<file path="src/rtl/excPkg.sv">
package excPkg;
  localparam int NUM_BANKS = 5;
  localparam int BANK_W = $clog2(NUM_BANKS);

  localparam logic [4:0] MODE_USR = 5'b10000;
  localparam logic [4:0] MODE_FIQ = 5'b10001;
  localparam logic [4:0] MODE_IRQ = 5'b10010;
  localparam logic [4:0] MODE_SVC = 5'b10011;
  localparam logic [4:0] MODE_ABT = 5'b10111;
  localparam logic [4:0] MODE_UND = 5'b11011;
  localparam logic [4:0] MODE_SYS = 5'b11111;

  localparam logic [2:0] KIND_RST  = 3'd0;
  localparam logic [2:0] KIND_UND  = 3'd1;
  localparam logic [2:0] KIND_SWI  = 3'd2;
  localparam logic [2:0] KIND_PABT = 3'd3;
  localparam logic [2:0] KIND_DABT = 3'd4;
  localparam logic [2:0] KIND_IRQ  = 3'd6;
  localparam logic [2:0] KIND_FIQ  = 3'd7;

  localparam int BIT_T = 5;
  localparam int BIT_F = 6;
  localparam int BIT_I = 7;

  localparam logic [31:0] STATUS_RESET = 32'h0000_00D3;

  typedef struct packed {
    logic              enter;
    logic              restore;
    logic              write;
    logic [2:0]        kind;
    logic [4:0]        tgtMode;
    logic [BANK_W-1:0] tgtBank;
    logic              setF;
  } ctlT;

  // Bank slot for a mode; valid is 0 for user and system.
  function automatic logic [BANK_W:0] bankOf(input logic [4:0] mode);
    case (mode)
      MODE_SVC: bankOf = {1'b1, BANK_W'(0)};
      MODE_ABT: bankOf = {1'b1, BANK_W'(1)};
      MODE_UND: bankOf = {1'b1, BANK_W'(2)};
      MODE_IRQ: bankOf = {1'b1, BANK_W'(3)};
      MODE_FIQ: bankOf = {1'b1, BANK_W'(4)};
      default:  bankOf = '0;
    endcase
  endfunction
endpackage

</file>
<file path="src/rtl/excArbiter.sv">
module excArbiter
  import excPkg::*;
(
  input  logic        clk,
  input  logic        rstN,
  input  logic        reqReset,
  input  logic        reqUndef,
  input  logic        cpAccept,
  input  logic        reqSwi,
  input  logic        reqPabt,
  input  logic        reqDabt,
  input  logic        irqReq,
  input  logic        fiqReq,
  input  logic        excRet,
  input  logic        wrCpsr,
  input  logic [31:0] curCpsr,
  output ctlT         ctl
);
  logic fiqLive, irqLive, undLive, anyExc;

  assign fiqLive = fiqReq && !curCpsr[BIT_F];
  assign irqLive = irqReq && !curCpsr[BIT_I];
  assign undLive = reqUndef && !cpAccept;
  assign anyExc  = reqReset || reqDabt || fiqLive || irqLive || reqPabt || undLive || reqSwi;

  always_comb begin
    ctl = '0;
    ctl.enter   = anyExc;
    ctl.restore = !anyExc && excRet;
    ctl.write   = !anyExc && !excRet && wrCpsr;
    if (reqReset) begin
      ctl.kind = KIND_RST;  ctl.tgtMode = MODE_SVC; ctl.setF = 1'b1;
    end else if (reqDabt) begin
      ctl.kind = KIND_DABT; ctl.tgtMode = MODE_ABT;
    end else if (fiqLive) begin
      ctl.kind = KIND_FIQ;  ctl.tgtMode = MODE_FIQ; ctl.setF = 1'b1;
    end else if (irqLive) begin
      ctl.kind = KIND_IRQ;  ctl.tgtMode = MODE_IRQ;
    end else if (reqPabt) begin
      ctl.kind = KIND_PABT; ctl.tgtMode = MODE_ABT;
    end else if (undLive) begin
      ctl.kind = KIND_UND;  ctl.tgtMode = MODE_UND;
    end else if (reqSwi) begin
      ctl.kind = KIND_SWI;  ctl.tgtMode = MODE_SVC;
    end
    ctl.tgtBank = bankOf(ctl.tgtMode)[BANK_W-1:0];
  end

  AST_RESET_WINS: assert property (@(posedge clk) disable iff (!rstN)
    reqReset |-> (ctl.enter && ctl.kind == KIND_RST));
  AST_IRQ_MASKED: assert property (@(posedge clk) disable iff (!rstN)
    (irqReq && curCpsr[BIT_I] && !reqReset && !reqDabt && !fiqReq && !reqPabt && !reqUndef && !reqSwi)
      |-> !ctl.enter);
  AST_UNDEF_GATED: assert property (@(posedge clk) disable iff (!rstN)
    (reqUndef && cpAccept && !reqReset && !reqDabt && !fiqReq && !irqReq && !reqPabt && !reqSwi)
      |-> !ctl.enter);
  AST_ONE_ACTION: assert property (@(posedge clk) disable iff (!rstN)
    $onehot0({ctl.enter, ctl.restore, ctl.write}));
endmodule

</file>
<file path="src/rtl/excBankDp.sv">
module excBankDp
  import excPkg::*;
#(
  parameter int AW = 32
) (
  input  logic          clk,
  input  logic          rstN,
  input  ctlT           ctl,
  input  logic [AW-1:0] retPc,
  input  logic [AW-1:0] retTarget,
  input  logic [31:0]   cpsrWrData,
  output logic [31:0]   cpsr,
  output logic [AW-1:0] pc,
  output logic [AW-1:0] curLr,
  output logic [31:0]   curSpsr,
  output logic          excTaken,
  output logic [2:0]    excKind
);
  logic [31:0]       spsrQ [NUM_BANKS];
  logic [AW-1:0]     lrQ   [NUM_BANKS];
  logic [BANK_W:0]   curSel;
  logic              curValid;
  logic [BANK_W-1:0] curIdx;

  assign curSel   = bankOf(cpsr[4:0]);
  assign curValid = curSel[BANK_W] && (int'(curSel[BANK_W-1:0]) < NUM_BANKS);
  assign curIdx   = curSel[BANK_W-1:0];
  assign curSpsr  = curValid ? spsrQ[curIdx] : '0;
  assign curLr    = curValid ? lrQ[curIdx] : '0;

  for (genvar b = 0; b < NUM_BANKS; b++) begin : gBank
    always_ff @(posedge clk or negedge rstN) begin
      if (!rstN) begin
        spsrQ[b] <= '0;
        lrQ[b]   <= '0;
      end else if (ctl.enter && ctl.tgtBank == BANK_W'(b)) begin
        spsrQ[b] <= cpsr;
        lrQ[b]   <= retPc;
      end
    end
  end

  always_ff @(posedge clk or negedge rstN) begin
    if (!rstN) begin
      cpsr     <= STATUS_RESET;
      pc       <= '0;
      excTaken <= 1'b0;
      excKind  <= '0;
    end else begin
      excTaken <= ctl.enter;
      if (ctl.enter) begin
        cpsr    <= {cpsr[31:8], 1'b1, cpsr[BIT_F] | ctl.setF, 1'b0, ctl.tgtMode};
        pc      <= AW'({ctl.kind, 2'b00});
        excKind <= ctl.kind;
      end else if (ctl.restore) begin
        if (curValid) cpsr <= curSpsr;
        pc <= retTarget;
      end else if (ctl.write) begin
        cpsr <= cpsrWrData;
      end
    end
  end

  AST_ENTRY_SAVES: assert property (@(posedge clk) disable iff (!rstN)
    ctl.enter |=> (curSpsr == $past(cpsr)));
  AST_ENTRY_STATE: assert property (@(posedge clk) disable iff (!rstN)
    ctl.enter |=> (!cpsr[BIT_T] && cpsr[BIT_I]));
  AST_ENTRY_VECTOR: assert property (@(posedge clk) disable iff (!rstN)
    ctl.enter |=> (pc == AW'({excKind, 2'b00}) && excTaken));
  AST_RETURN_RESTORES: assert property (@(posedge clk) disable iff (!rstN)
    (ctl.restore && curValid) |=> (cpsr == $past(curSpsr) && pc == $past(retTarget)));
endmodule

</file>
<file path="src/rtl/excEntryCtl.sv">
module excEntryCtl
  import excPkg::*;
#(
  parameter int AW = 32
) (
  input  logic          clk,
  input  logic          rstN,
  input  logic          reqReset,
  input  logic          reqUndef,
  input  logic          cpAccept,
  input  logic          reqSwi,
  input  logic          reqPabt,
  input  logic          reqDabt,
  input  logic          irqReq,
  input  logic          fiqReq,
  input  logic [AW-1:0] retPc,
  input  logic          excRet,
  input  logic [AW-1:0] retTarget,
  input  logic          wrCpsr,
  input  logic [31:0]   cpsrWrData,
  output logic [31:0]   cpsr,
  output logic [AW-1:0] pc,
  output logic [AW-1:0] curLr,
  output logic [31:0]   curSpsr,
  output logic          excTaken,
  output logic [2:0]    excKind
);
  ctlT ctl;

  excArbiter uArb (
    .clk(clk), .rstN(rstN), .reqReset(reqReset), .reqUndef(reqUndef),
    .cpAccept(cpAccept), .reqSwi(reqSwi), .reqPabt(reqPabt), .reqDabt(reqDabt),
    .irqReq(irqReq), .fiqReq(fiqReq), .excRet(excRet), .wrCpsr(wrCpsr),
    .curCpsr(cpsr), .ctl(ctl)
  );

  excBankDp #(.AW(AW)) uDp (
    .clk(clk), .rstN(rstN), .ctl(ctl), .retPc(retPc), .retTarget(retTarget),
    .cpsrWrData(cpsrWrData), .cpsr(cpsr), .pc(pc), .curLr(curLr),
    .curSpsr(curSpsr), .excTaken(excTaken), .excKind(excKind)
  );
endmodule

</file>
<file path="config.mk">
export PLATFORM = sky130hd
export DESIGN_NAME = excEntryCtl
export DESIGN_NICKNAME = d
export VERILOG_FILES = /design/src/rtl/excPkg.sv /design/src/rtl/excArbiter.sv /design/src/rtl/excBankDp.sv /design/src/rtl/excEntryCtl.sv
export SDC_FILE = /design/constraint.sdc
export NUM_CORES = 1
export LEC_CHECK = 0
export BUFFER_PORTS_ARGS = -buffer_cell sky130_fd_sc_hd__buf_2
export CAP_MARGIN = 25
export CORE_MARGIN = 3
export CORE_UTILIZATION = 40
export CTS_CLUSTER_SIZE = 40
export DETAILED_ROUTE_END_ITERATION = 12
export SLEW_MARGIN = 10
export SYNTH_ARGS = -nofsm -noshare
export SYNTH_HDL_FRONTEND = slang
export SYNTH_SLANG_ARGS = --single-unit
</file>
<file path="constraint.sdc">
create_clock -name clk -period 4.8 [get_ports clk]
set_clock_uncertainty 0.15 [all_clocks]
set_input_delay 0.24 -clock clk [delete_from_list [all_inputs] [get_ports clk]]
set_output_delay 0.24 -clock clk [all_outputs]
set_load 0.01 [all_outputs]
</file>
==> out/qor.csv, run 1 <==
stage,metric,value,unit
min_path,hold_class,in -> reg,
floorplanning,die_y,217.9,µm
cts,clk_latency,0.57,ns
pwr,leakagePower,0.01054,µW
place,routabilityCongestion,0.8064,
sta,final-setup-viol-count,0,
sta,slew-limit-headroom,29.21,%
grt,use_met2,34.83,%
final_layout,fin_util,50.14,%
job,drv_cap,0,
floorplanning,core_area,44320,µm²
final_layout,regArea,9716,µm²
floorplanning,rows,77,
cts,cts-root-buf,clkbuf_16,
floorplanning,initial_core_util,40.54,%
cts,clk_pin_slew,0.06,ns
critical_path,critPathBufInv,2,
final_layout,insertedDiodeCount,0,
sta,setup_tns,0,ns
synthesis,syn_area_per_cell,11.83,µm²
synthesis,synthArstFlopShare,100.0,%
sta,grt_setup_unrepaired,no,
drt,wl,50500,µm
drt,route.antenna.remaining_nets,0,
drt,wl_per_cell,20.76,µm
synthesis,ys_types,71,
synthesis,yosys_most_used_dff,dfrtp_1,
drt,drt-initial-drc-count,1049,
critical_path,critPathLaunchType,register,
sta,post-route-min-period,4.295,ns
critical_path,crit_family,simple AND/OR/NAND/NOR gates,
floorplanning,die-area,47490,µm²
critical_path,end_kind,output port,
place,hpwlAfterDp,30540,µm
cts,clock_path_buffers,3,
drt,num_vias,13510,
critical_path,required,4.41,ns
synthesis,synthesis.nets,1626,
final_layout,area_growth,23.68,%
critical_path,crit_fanout,36,
critical_path,max_stage_delay,0.80,ns
place,io_buffers,239,
grt,antenna_found_initial,0,
floorplanning,io_pins,240,
grt,grt_use_met3,3.887,%
cts,cts-resized-gates,0,
grt,grt_max_degree,115,
sta,slew_viol_final,0,
sta,finalCritPeriodShare,89.49,%
critical_path,rrSetupSlack,1.18,ns
critical_path,crit_arrival,3.91,ns
cts,cts_sinks,388,
final_layout,nNetsFinal,1914,
cts,tritoncts,done,
cts,h-tree-depth,2,
grt,grt_pass1_wl,80330,µm
synthesis,synth_top_area_share,53.35,%
final_layout,multi_input_area,7701,µm²
sta,hold_viol,0,
grt,met1_usage,29.25,%
synthesis,ys_top_cells_by_area,"dfrtp_1, mux2_2, a211oi_1, nand2_1, a21oi_1",
drt,dr.pass1.iters,5,
synthesis,synth_top_area_cell,dfrtp_1,
synthesis,synth_cells,1518,
grt,track_usage,21.37,%
critical_path,crit_type,reg -> out,
grt,busiest_layer,met2,
status,status,"complete, no violations",
sta,fmax,232.8,MHz
grt,grt_overflow,0,
grt,grt_pass1_vias,14150,
synthesis,synth-seq-cells,388,
cts,cts_buffers,45,
final_layout,n_fill_cell,3938,
pwr,max-vdd-ir-drop,0.2769,mV
drt,drc,0,
floorplanning,die_x,217.9,µm
final_layout,drive_gt1_share,35.00,%
pwr,power.density,420.5,nW/µm²
synthesis,synth_sequential_area_ratio,54.08,%
synthesis,synth_edf_count,0,
sta,tightest_slew,1.062,ns
cts,cts_setup_buffers,0,
synthesis,yosysWarnings,0,
drt,via_per_inst,5.553,
critical_path,cpMaxStageDelayCell,dfstp_2,
critical_path,crit_chain,and3b_1 > nand3_2 > buf_12 > or3_1 > a32oi_1 > nor2_1 > buf_2,
synthesis,synth_area,17960,µm²
-- flip-flops by register name, indices dropped and copies added, names as in the netlist --
| register | cells |
|---|---|
| uDp.pc | 32 |
| uDp.lrQ | 160 |
| uDp.excKind | 3 |
| uDp.cpsr | 32 |
| uDp.spsrQ | 160 |
| uDp.excTaken | 1 |
-- layout make-up --
| type | count | area share, % |
|---|---|---|
| Clock buffer | 69 | 6.116 |
| Clock inverter | 12 | 0.7490 |
| Inverter | 13 | 0.2196 |
| Multi-Input combinational cell | 994 | 34.66 |
| Sequential cell | 388 | 43.73 |
| Tap cell | 592 | 3.334 |
| Timing Repair Buffer | 364 | 11.19 |
-- path summary, 6_finish.rpt --
check,from,end,cells after the start
worst max-delay path,uDp.cpsr[1]$_DFFE_PN1P_,curSpsr[3],7
worst min-delay path,cpsrWrData[7],uDp.cpsr[7]$_DFFE_PN1P_,5
worst max register to register,uDp.cpsr[1]$_DFFE_PN1P_,uDp.cpsr[4]$_DFFE_PN1P_,7
worst min register to register,uDp.spsrQ[34]$_DFFE_PN0P_,uDp.spsrQ[34]$_DFFE_PN0P_,2
max in group asynchronous,rstN,uDp.excTaken$_DFF_PN0_,3
min in group asynchronous,rstN,uDp.lrQ[28]$_DFFE_PN0P_,2
-- timing repair --
action	4_1_cts	5_1_grt
endpoints found under the hold margin	325	0
hold buffers	96	0
setup endpoints to repair	0	0
-- per-stage QoR --
stage	cell area, µm²	total power (µW)	cells	hold WS (ns)	setup slack, ns
after detailed placement	19680	5837	2253	0.2415	1.123
after global routing	22220	9810	2432	0.05912	0.2803
after CTS	22160	9440	2430	0.01414	0.4930
final	22220	9344	2432	0.05602	0.5045
after floorplan	17960	5159	1518	-0.2056	2.229
after global placement	19680	5769	2253	0.2272	1.200
-- routing by layer --
metal / up-vias / routed length (µm)
li1: 6143 / -
met3: 68 / 2895
met5: - / 0
met4: 0 / 1166
met2: 394 / 23770
met1: 6900 / 22660
-- cells in the final DEF, fill, tap and decap left out, types with 33 or more instances in the layout --
cell	instances
nor2_1	80
a21oi_1	89
o21ai_1	36
dlygate4sd3_1	96
nand2_1	122
clkbuf_16	47
mux2_1	37
a221oi_1	33
mux2_2	276
a211oi_1	79
buf_2	238
dfrtp_1	383
-- synthesized netlist by cell type, drive strengths merged (6+ instances only) --
| cell type | count |
|---|---|
| a211oi | 79 |
| a21o | 18 |
| a21oi | 91 |
| a221oi | 34 |
| and2 | 6 |
| buf | 65 |
| clkbuf | 58 |
| dfrtp | 383 |
| inv | 13 |
| mux2 | 313 |
| mux2i | 31 |
| nand2 | 125 |
| nand2b | 9 |
| nand3 | 11 |
| nor2 | 84 |
| nor2b | 7 |
| nor3 | 15 |
| o211a | 15 |
| o211ai | 8 |
| o21ai | 53 |
| o221ai | 7 |
| o22ai | 18 |
| o2bb2ai | 7 |
-- tightest hold or removal path, cell delays in order --
cell and delay, ns:
buf_2 0.10, nor2_1 0.05, a21oi_1 0.11, nor3_1 0.06, a21oi_1 0.16
-- cell families (layout without fill, tap and decap cells) --
logic type                count (synthesis)  after routing  share of synthesized area, %
AOI/OAI and AO/OA                       366            366                         13.99
xor gates and xnor gates                  1              1                       0.04876
and+or+nand+nor                         283            283                         7.104
buffers and inverters                   136            458                         3.427
muxes                                   344            344                         21.35
DFF                                     388            388                         54.08
-- where the power goes --
group | switching [µW] | internal, µW | total, µW
sequential | 360 | 3780 | 4140
combinational | 845 | 854 | 1700
clock | 1350 | 2160 | 3510
No activity file was read; power rests on OpenSTA's default activity.
==> run 2, diff against run 1 <==
==> constraint.sdc (replaced) <==
create_clock -name clk -period 4.8 [get_ports clk]
set_clock_uncertainty 0.15 [all_clocks]
set_input_delay 0.24 -clock clk [delete_from_list [all_inputs] [get_ports clk]]
set_output_delay 0.24 -clock clk [all_outputs]
set_load 0.05 [all_outputs]
==> run 2 against run 1 <==
Sequential cell count is the same. Critical path depth unchanged. Power increased by 5.7%. Final area about the same. Non-clock buffer count increased by 4. First-iteration DRC count down 11%. Die area did not move. Via count hardly changed. Combinational power up 35%. Final cell count rose by 0.16%. Sequential share of layout area is essentially flat. Core utilization about the same. Largest cell class unchanged.
==> out/qor.csv, run 2 (same netlist as run 1, synthesis figures left out) <==
stage,metric,value,unit
status,status,"complete, no violations",
cts,clock_path_buffers,3,
pwr,p_int,6736,µW
sta,slew-limit-headroom,36.55,%
grt,use_met2,33.98,%
critical_path,r2r_end,uDp.cpsr[4]$_DFFE_PN1P_,
place,dpl_cell_area,19680,µm²
grt,grt_use_met3,3.804,%
pwr,power.density,444.7,nW/µm²
sta,grt_setup_unrepaired,no,
pwr,p_sw,3141,µW
place,io_buffers,239,
cts,cts_sinks,388,
sta,fmax,239.8,MHz
critical_path,cpMaxStageDelayCell,or3_2,
cts,cts-root-buf,clkbuf_16,
min_path,min_to,uDp.pc[4]$_DFFE_PN0P_,
grt,grt_overflow,0,
cts,h-tree-depth,2,
min_path,min_from,reqDabt,
final_layout,fin_util,50.12,%
cts,cts_setup_buffers,0,
pwr,swShare,31.80,%
critical_path,crit_arrival,3.78,ns
sta,tightest_slew,0.9518,ns
drt,drc,0,
drt,dr.pass1.iters,7,
final_layout,design_area,22210,µm²
sta,setup_tns,0,ns
min_path,hold_class,in -> reg,
drt,drt-initial-drc-count,933,
critical_path,crit_type,reg -> out,
pwr,max-vdd-ir-drop,0.2296,mV
sta,slew_viol_final,0,
drt,route.antenna.remaining_nets,0,
final_layout,area_growth,23.64,%
grt,busiest_layer,met2,
critical_path,crit_family,simple AND/OR/NAND/NOR gates,
critical_path,crit_fanout,27,
critical_path,ff2ff_path_depth,8,
critical_path,rrSetupSlack,1.31,ns
grt,grt_pass1_wl,79450,µm
cts,tritoncts,done,
floorplanning,die-area,47490,µm²
final_layout,final_common_cell,dfrtp_1,
floorplanning,core_area,44320,µm²
place,routabilityCongestion,0.7984,
final_layout,drive_gt1_share,35.30,%
final_layout,insertedDiodeCount,0,
cts,clk_pin_slew,0.06,ns
floorplanning,io_pins,240,
grt,antenna_found_initial,0,
floorplanning,die_y,217.9,µm
sta,final-setup-viol-count,0,
drt,num_vias,13500,
drt,wl_per_cell,20.66,µm
cts,cts_buffers,45,
drt,wl,50330,µm
pwr,power,9877,µW
floorplanning,initial_core_util,40.54,%
final_layout,nNetsFinal,1918,
grt,met1_usage,29.48,%
critical_path,critPathLaunchType,register,
grt,grt_pass1_vias,14000,
critical_path,end_kind,output port,
critical_path,crit_chain,nand2_4 > or3_2 > buf_4 > and3_1 > o32ai_1 > nor2_1 > buf_2,
cts,clk_latency,0.56,ns
final_layout,n_fill_cell,3933,
critical_path,required,4.41,ns
pwr,combPwrFrac,23.2,%
sta,post-route-min-period,4.169,ns
floorplanning,rows,77,
sta,hold_viol,0,
floorplanning,die_x,217.9,µm
grt,track_usage,21.12,%
critical_path,max_stage_delay,0.82,ns
drt,via_per_inst,5.544,
final_layout,most-common-layout-cells,"dfrtp_1, mux2_2, buf_2",
critical_path,rr_startpoint,uDp.cpsr[1]$_DFFE_PN1P_,
pwr,leakagePower,0.01055,µW
final_layout,top_regs,"uDp.lrQ x160, uDp.spsrQ x160",
grt,grt_max_degree,103,
place,hpwlAfterDp,30670,µm
sta,finalCritPeriodShare,86.86,%
job,drv_cap,0,
min_path,hold_depth,4,
pwr,clkPwrFrac,34.9,%
critical_path,critPathBufInv,2,
place,dpl.cell_count,2257,
final_layout,fin_cells,2436,
pwr,p_seq_share,41.8,%
run 2: cell types whose count changed in the layout (fill, tap and decap cells not counted):
cell / delta
buf_12: -1
buf_4: +6
bufinv_16: -1
dlygate4sd3_1: -1
clkinv_2: +3
clkbuf_1: -2
run 2: per-stage QoR:
step                      hold slack [ns]  setup slack [ns]
final                             0.02257            0.6306
after floorplan                   -0.2056             1.191
after global placement             0.2019             1.317
after global routing              0.04768            0.4960
after CTS                       0.0005333            0.6470
after detailed placement           0.2170             1.259
run 2: layer usage:
metal | wire (µm) | up-vias
li1 | - | 6156
met1 | 22980 | 6919
met5 | 0 | -
met2 | 23380 | 356
met3 | 2909 | 73
met4 | 1061 | 0
run 2: what timing repair did:
| item | 4_1_cts | 5_1_grt |
|---|---|---|
| endpoints found under the hold margin | 317 | 0 |
| setup endpoints to repair | 0 | 0 |
| hold buffers | 95 | 0 |
| resized for setup | 0 | 0 |
run 2: power by group through the flow:
stage	Clock (µW)	Sequential, µW	Combinational, µW
floorplan	0	4280	1470
detailed placement	0	4180	2250
global placement	0	4150	2210
CTS	3560	4130	2310
global route	3690	4200	2460
finish	3450	4130	2290
run 2: worst max path at each step:
stage	startpoint	to	slack [ns]	cells past startpoint
after floorplan	uDp.cpsr[0]$_DFFE_PN1P_	curLr[11]	1.19	8
after global placement	uDp.cpsr[1]$_DFFE_PN1P_	curLr[30]	1.32	8
after detailed placement	uDp.cpsr[1]$_DFFE_PN1P_	curSpsr[5]	1.26	7
after CTS	uDp.cpsr[1]$_DFFE_PN1P_	curSpsr[5]	0.65	7
after global routing	uDp.cpsr[1]$_DFFE_PN1P_	curSpsr[5]	0.50	7
final	uDp.cpsr[1]$_DFFE_PN1P_	curSpsr[5]	0.63	7
run 2: cell type report:
type                            instances  area, µm²  area share [%]
Clock inverter                         14      151.4          0.6816
Multi-Input combinational cell        994       7701           34.67
Timing Repair Buffer                  368       2502           11.27
Clock buffer                           67       1351           6.084
Tap cell                              592      740.7           3.335
Inverter                               13      48.80          0.2197
Sequential cell                       388       9716           43.74
run 2: tightest hold or removal path, delay by kind of cell:
kind	cells	cell delay, ns
buffers and inverters	1	0.10
AND/OR/NAND/NOR	1	0.06
AO/OA/AOI/OAI	2	0.30
==> run 3, diff against run 2 <==
--- a/config.mk
+++ b/config.mk
@@ -8,9 +8,10 @@
 export BUFFER_PORTS_ARGS = -buffer_cell sky130_fd_sc_hd__buf_2
 export CAP_MARGIN = 25
 export CORE_MARGIN = 3
-export CORE_UTILIZATION = 40
+export CORE_UTILIZATION = 50
 export CTS_CLUSTER_SIZE = 40
 export DETAILED_ROUTE_END_ITERATION = 12
+export PLACE_DENSITY = 0.71
 export SLEW_MARGIN = 10
 export SYNTH_ARGS = -nofsm -noshare
 export SYNTH_HDL_FRONTEND = slang
==> run 3 against run 2 <==
Fmax is 5.2% lower. Setup slack worse by 0.23 ns. Routed wire length is 3.3% lower. Largest power group unchanged. Final cell count is 5.9% lower. Non-clock buffer count is 3 lower. Highest routed layer unchanged. Core utilization is 13 points higher. Largest cell class unchanged. Hold slack better by 0.024 ns. Critical path type unchanged. Sequential share of layout area is 0.52 points higher. Sequential cell count stayed put. Clock power is 4% lower. Combinational power hardly changed. Sequential power hardly changed.
==> out/qor.csv, run 3 (same netlist as run 1, synthesis figures left out) <==
stage,metric,value,unit
min_path,hold_depth,4,
pwr,swShare,32.01,%
cts,clk_pin_slew,0.06,ns
critical_path,required,4.41,ns
pwr,clkPwrFrac,33.8,%
min_path,min_from,wrCpsr,
pwr,power.density,443.9,nW/µm²
critical_path,critPathLaunchType,register,
sta,setup_tns,0,ns
cts,cts_setup_buffers,0,
pwr,combPwrFrac,23.5,%
cts,cts_buffers,42,
drt,drc,0,
cts,clock_path_buffers,3,
drt,wl,48650,µm
critical_path,crit_arrival,4.01,ns
critical_path,crit_chain,nand2b_1 > nand3_2 > buf_4 > nand2_1 > a21oi_1 > o221ai_1 > inv_1 > buf_2,
critical_path,end_kind,output port,
floorplanning,io_pins,240,
final_layout,top_regs,"uDp.lrQ x160, uDp.spsrQ x160",
min_path,hold_class,in -> reg,
sta,hold_viol,0,
grt,grt_overflow,0,
pwr,p_seq_share,42.7,%
place,routabilityCongestion,0.8486,
final_layout,drive_gt1_share,35.38,%
sta,post-route-min-period,4.400,ns
critical_path,crit_fanout,21,
cts,cts-root-buf,clkbuf_16,
sta,slew-limit-headroom,27.91,%
grt,track_usage,25.16,%
status,status,"complete, no violations",
cts,cts-resized-gates,0,
floorplanning,core_area,34970,µm²
floorplanning,die_y,195.6,µm
grt,grt_max_degree,175,
drt,num_vias,13580,
floorplanning,die_x,195.6,µm
sta,fmax,227.3,MHz
floorplanning,die-area,38240,µm²
drt,wl_per_cell,21.22,µm
cts,h-tree-depth,2,
job,drv_cap,0,
critical_path,ff2ff_path_depth,7,
sta,final-setup-viol-count,0,
floorplanning,rows,68,
cts,clk_latency,0.53,ns
drt,route.antenna.remaining_nets,0,
final_layout,insertedDiodeCount,0,
drt,drt-initial-drc-count,857,
pwr,p_sw,3120,µW
place,hpwlAfterDp,29700,µm
place,io_buffers,239,
sta,grt_setup_unrepaired,no,
pwr,p_int,6626,µW
sta,fin_ws,0.4004,ns
final_layout,area_growth,22.20,%
critical_path,cpMaxStageDelayCell,nand2b_1,
critical_path,crit_family,simple AND/OR/NAND/NOR gates,
pwr,leakagePower,0.01051,µW
critical_path,rrSetupSlack,1.17,ns
sta,tightest_slew,1.081,ns
cts,cts_sinks,388,
floorplanning,initial_core_util,51.37,%
grt,antenna_found_initial,0,
final_layout,nNetsFinal,1912,
pwr,max-vdd-ir-drop,0.3554,mV
critical_path,max_stage_delay,0.80,ns
critical_path,rr_startpoint,uDp.cpsr[3]$_DFFE_PN0P_,
cts,tritoncts,done,
grt,grt_pass1_vias,14220,
critical_path,crit_type,reg -> out,
critical_path,critPathBufInv,3,
sta,slew_viol_final,0,
min_path,min_to,uDp.cpsr[4]$_DFFE_PN1P_,
drt,via_per_inst,5.926,
drt,dr.pass1.iters,5,
final_layout,final_common_cell,dfrtp_1,
grt,grt_pass1_wl,78110,µm
critical_path,r2r_end,uDp.cpsr[12]$_DFFE_PN0P_,
final_layout,most-common-layout-cells,"dfrtp_1, mux2_2, buf_2",
place,pre_cts_ws,1.028,ns
sta,finalCritPeriodShare,91.66,%
==> run 3: cell types whose count changed in the layout (fill, tap and decap cells not counted), sizes merged <==
cell | before | now
bufinv | 3 | 2
buf | 273 | 269
dlygate4sd3 | 95 | 96
clkinv | 9 | 10
clkbuf | 67 | 62
clkinvlp | 1 | 2
==> run 3: worst reg2reg max path, stage by stage, from the launching register on <==
cell	delay (ns)
dfrtp_1	0.68
nand2b_1	0.80
nand3_2	0.71
buf_4	0.45
nand2_1	0.09
a21oi_1	0.07
o221ai_1	0.38
o211ai_1	0.15
==> run 3: timing repair <==
action / 4_1_cts / 5_1_grt
hold endpoints to repair: 297 / 0
hold buffers: 96 / 0
setup endpoints to repair: 0 / 0
==> run 3: worst max-delay path by stage <==
| stage | start | endpoint | cells after the start |
|---|---|---|---|
| finish | uDp.cpsr[3]$_DFFE_PN0P_ | curSpsr[12] | 8 |
| global route | uDp.cpsr[3]$_DFFE_PN0P_ | curLr[21] | 8 |
| global placement | uDp.cpsr[3]$_DFFE_PN0P_ | curSpsr[12] | 8 |
| floorplan | uDp.cpsr[0]$_DFFE_PN1P_ | curLr[11] | 8 |
| CTS | uDp.cpsr[3]$_DFFE_PN0P_ | curSpsr[12] | 8 |
| detailed placement | uDp.cpsr[3]$_DFFE_PN0P_ | curSpsr[12] | 8 |
==> run 3: layer usage <==
layer	vias up	wire, µm	GRT usage (%)
met1	6912	21100	34.47
met4	0	1232	6.760
met3	84	2943	4.141
met2	460	23380	41.89
met5	-	0	0
li1	6127	-	-
==> run 3: power groups by stage <==
| stage | clock network [µW] | registers [µW] | logic [µW] |
|---|---|---|---|
| 3_3_place_gp | 0 | 4160 | 2190 |
| 6_report | 3300 | 4160 | 2290 |
| 2_1_floorplan | 0 | 4280 | 1470 |
| 5_1_grt | 3490 | 4220 | 2450 |
| 4_1_cts | 3350 | 4150 | 2300 |
| 3_5_place_dp | 0 | 4200 | 2230 |
==> run 3: final cells by class <==
cell class              count  area, µm²
flip-flops and latches    388       9716
clock buffers              62       1308
inverters                  13      48.80
well taps                 455      569.3
repair buffers            365       2480
fillers                  2654      13020
clock inverters            15      133.9
multi-input cells         994       7697
==> run 3: stage by stage <==
stage	total power (µW)	std cells	hold slack (ns)	instance area [µm²]	util (%)
after floorplan	5750	1518	-0.2056	17960	-
after global placement	6352	2118	0.1126	19530	55.85
after detailed placement	6431	2119	0.1133	19550	55.91
after CTS	9801	2292	0.01801	21950	62.78
after global routing	10160	2292	0.07081	21950	62.78
final	9745	2292	0.04682	21950	62.78
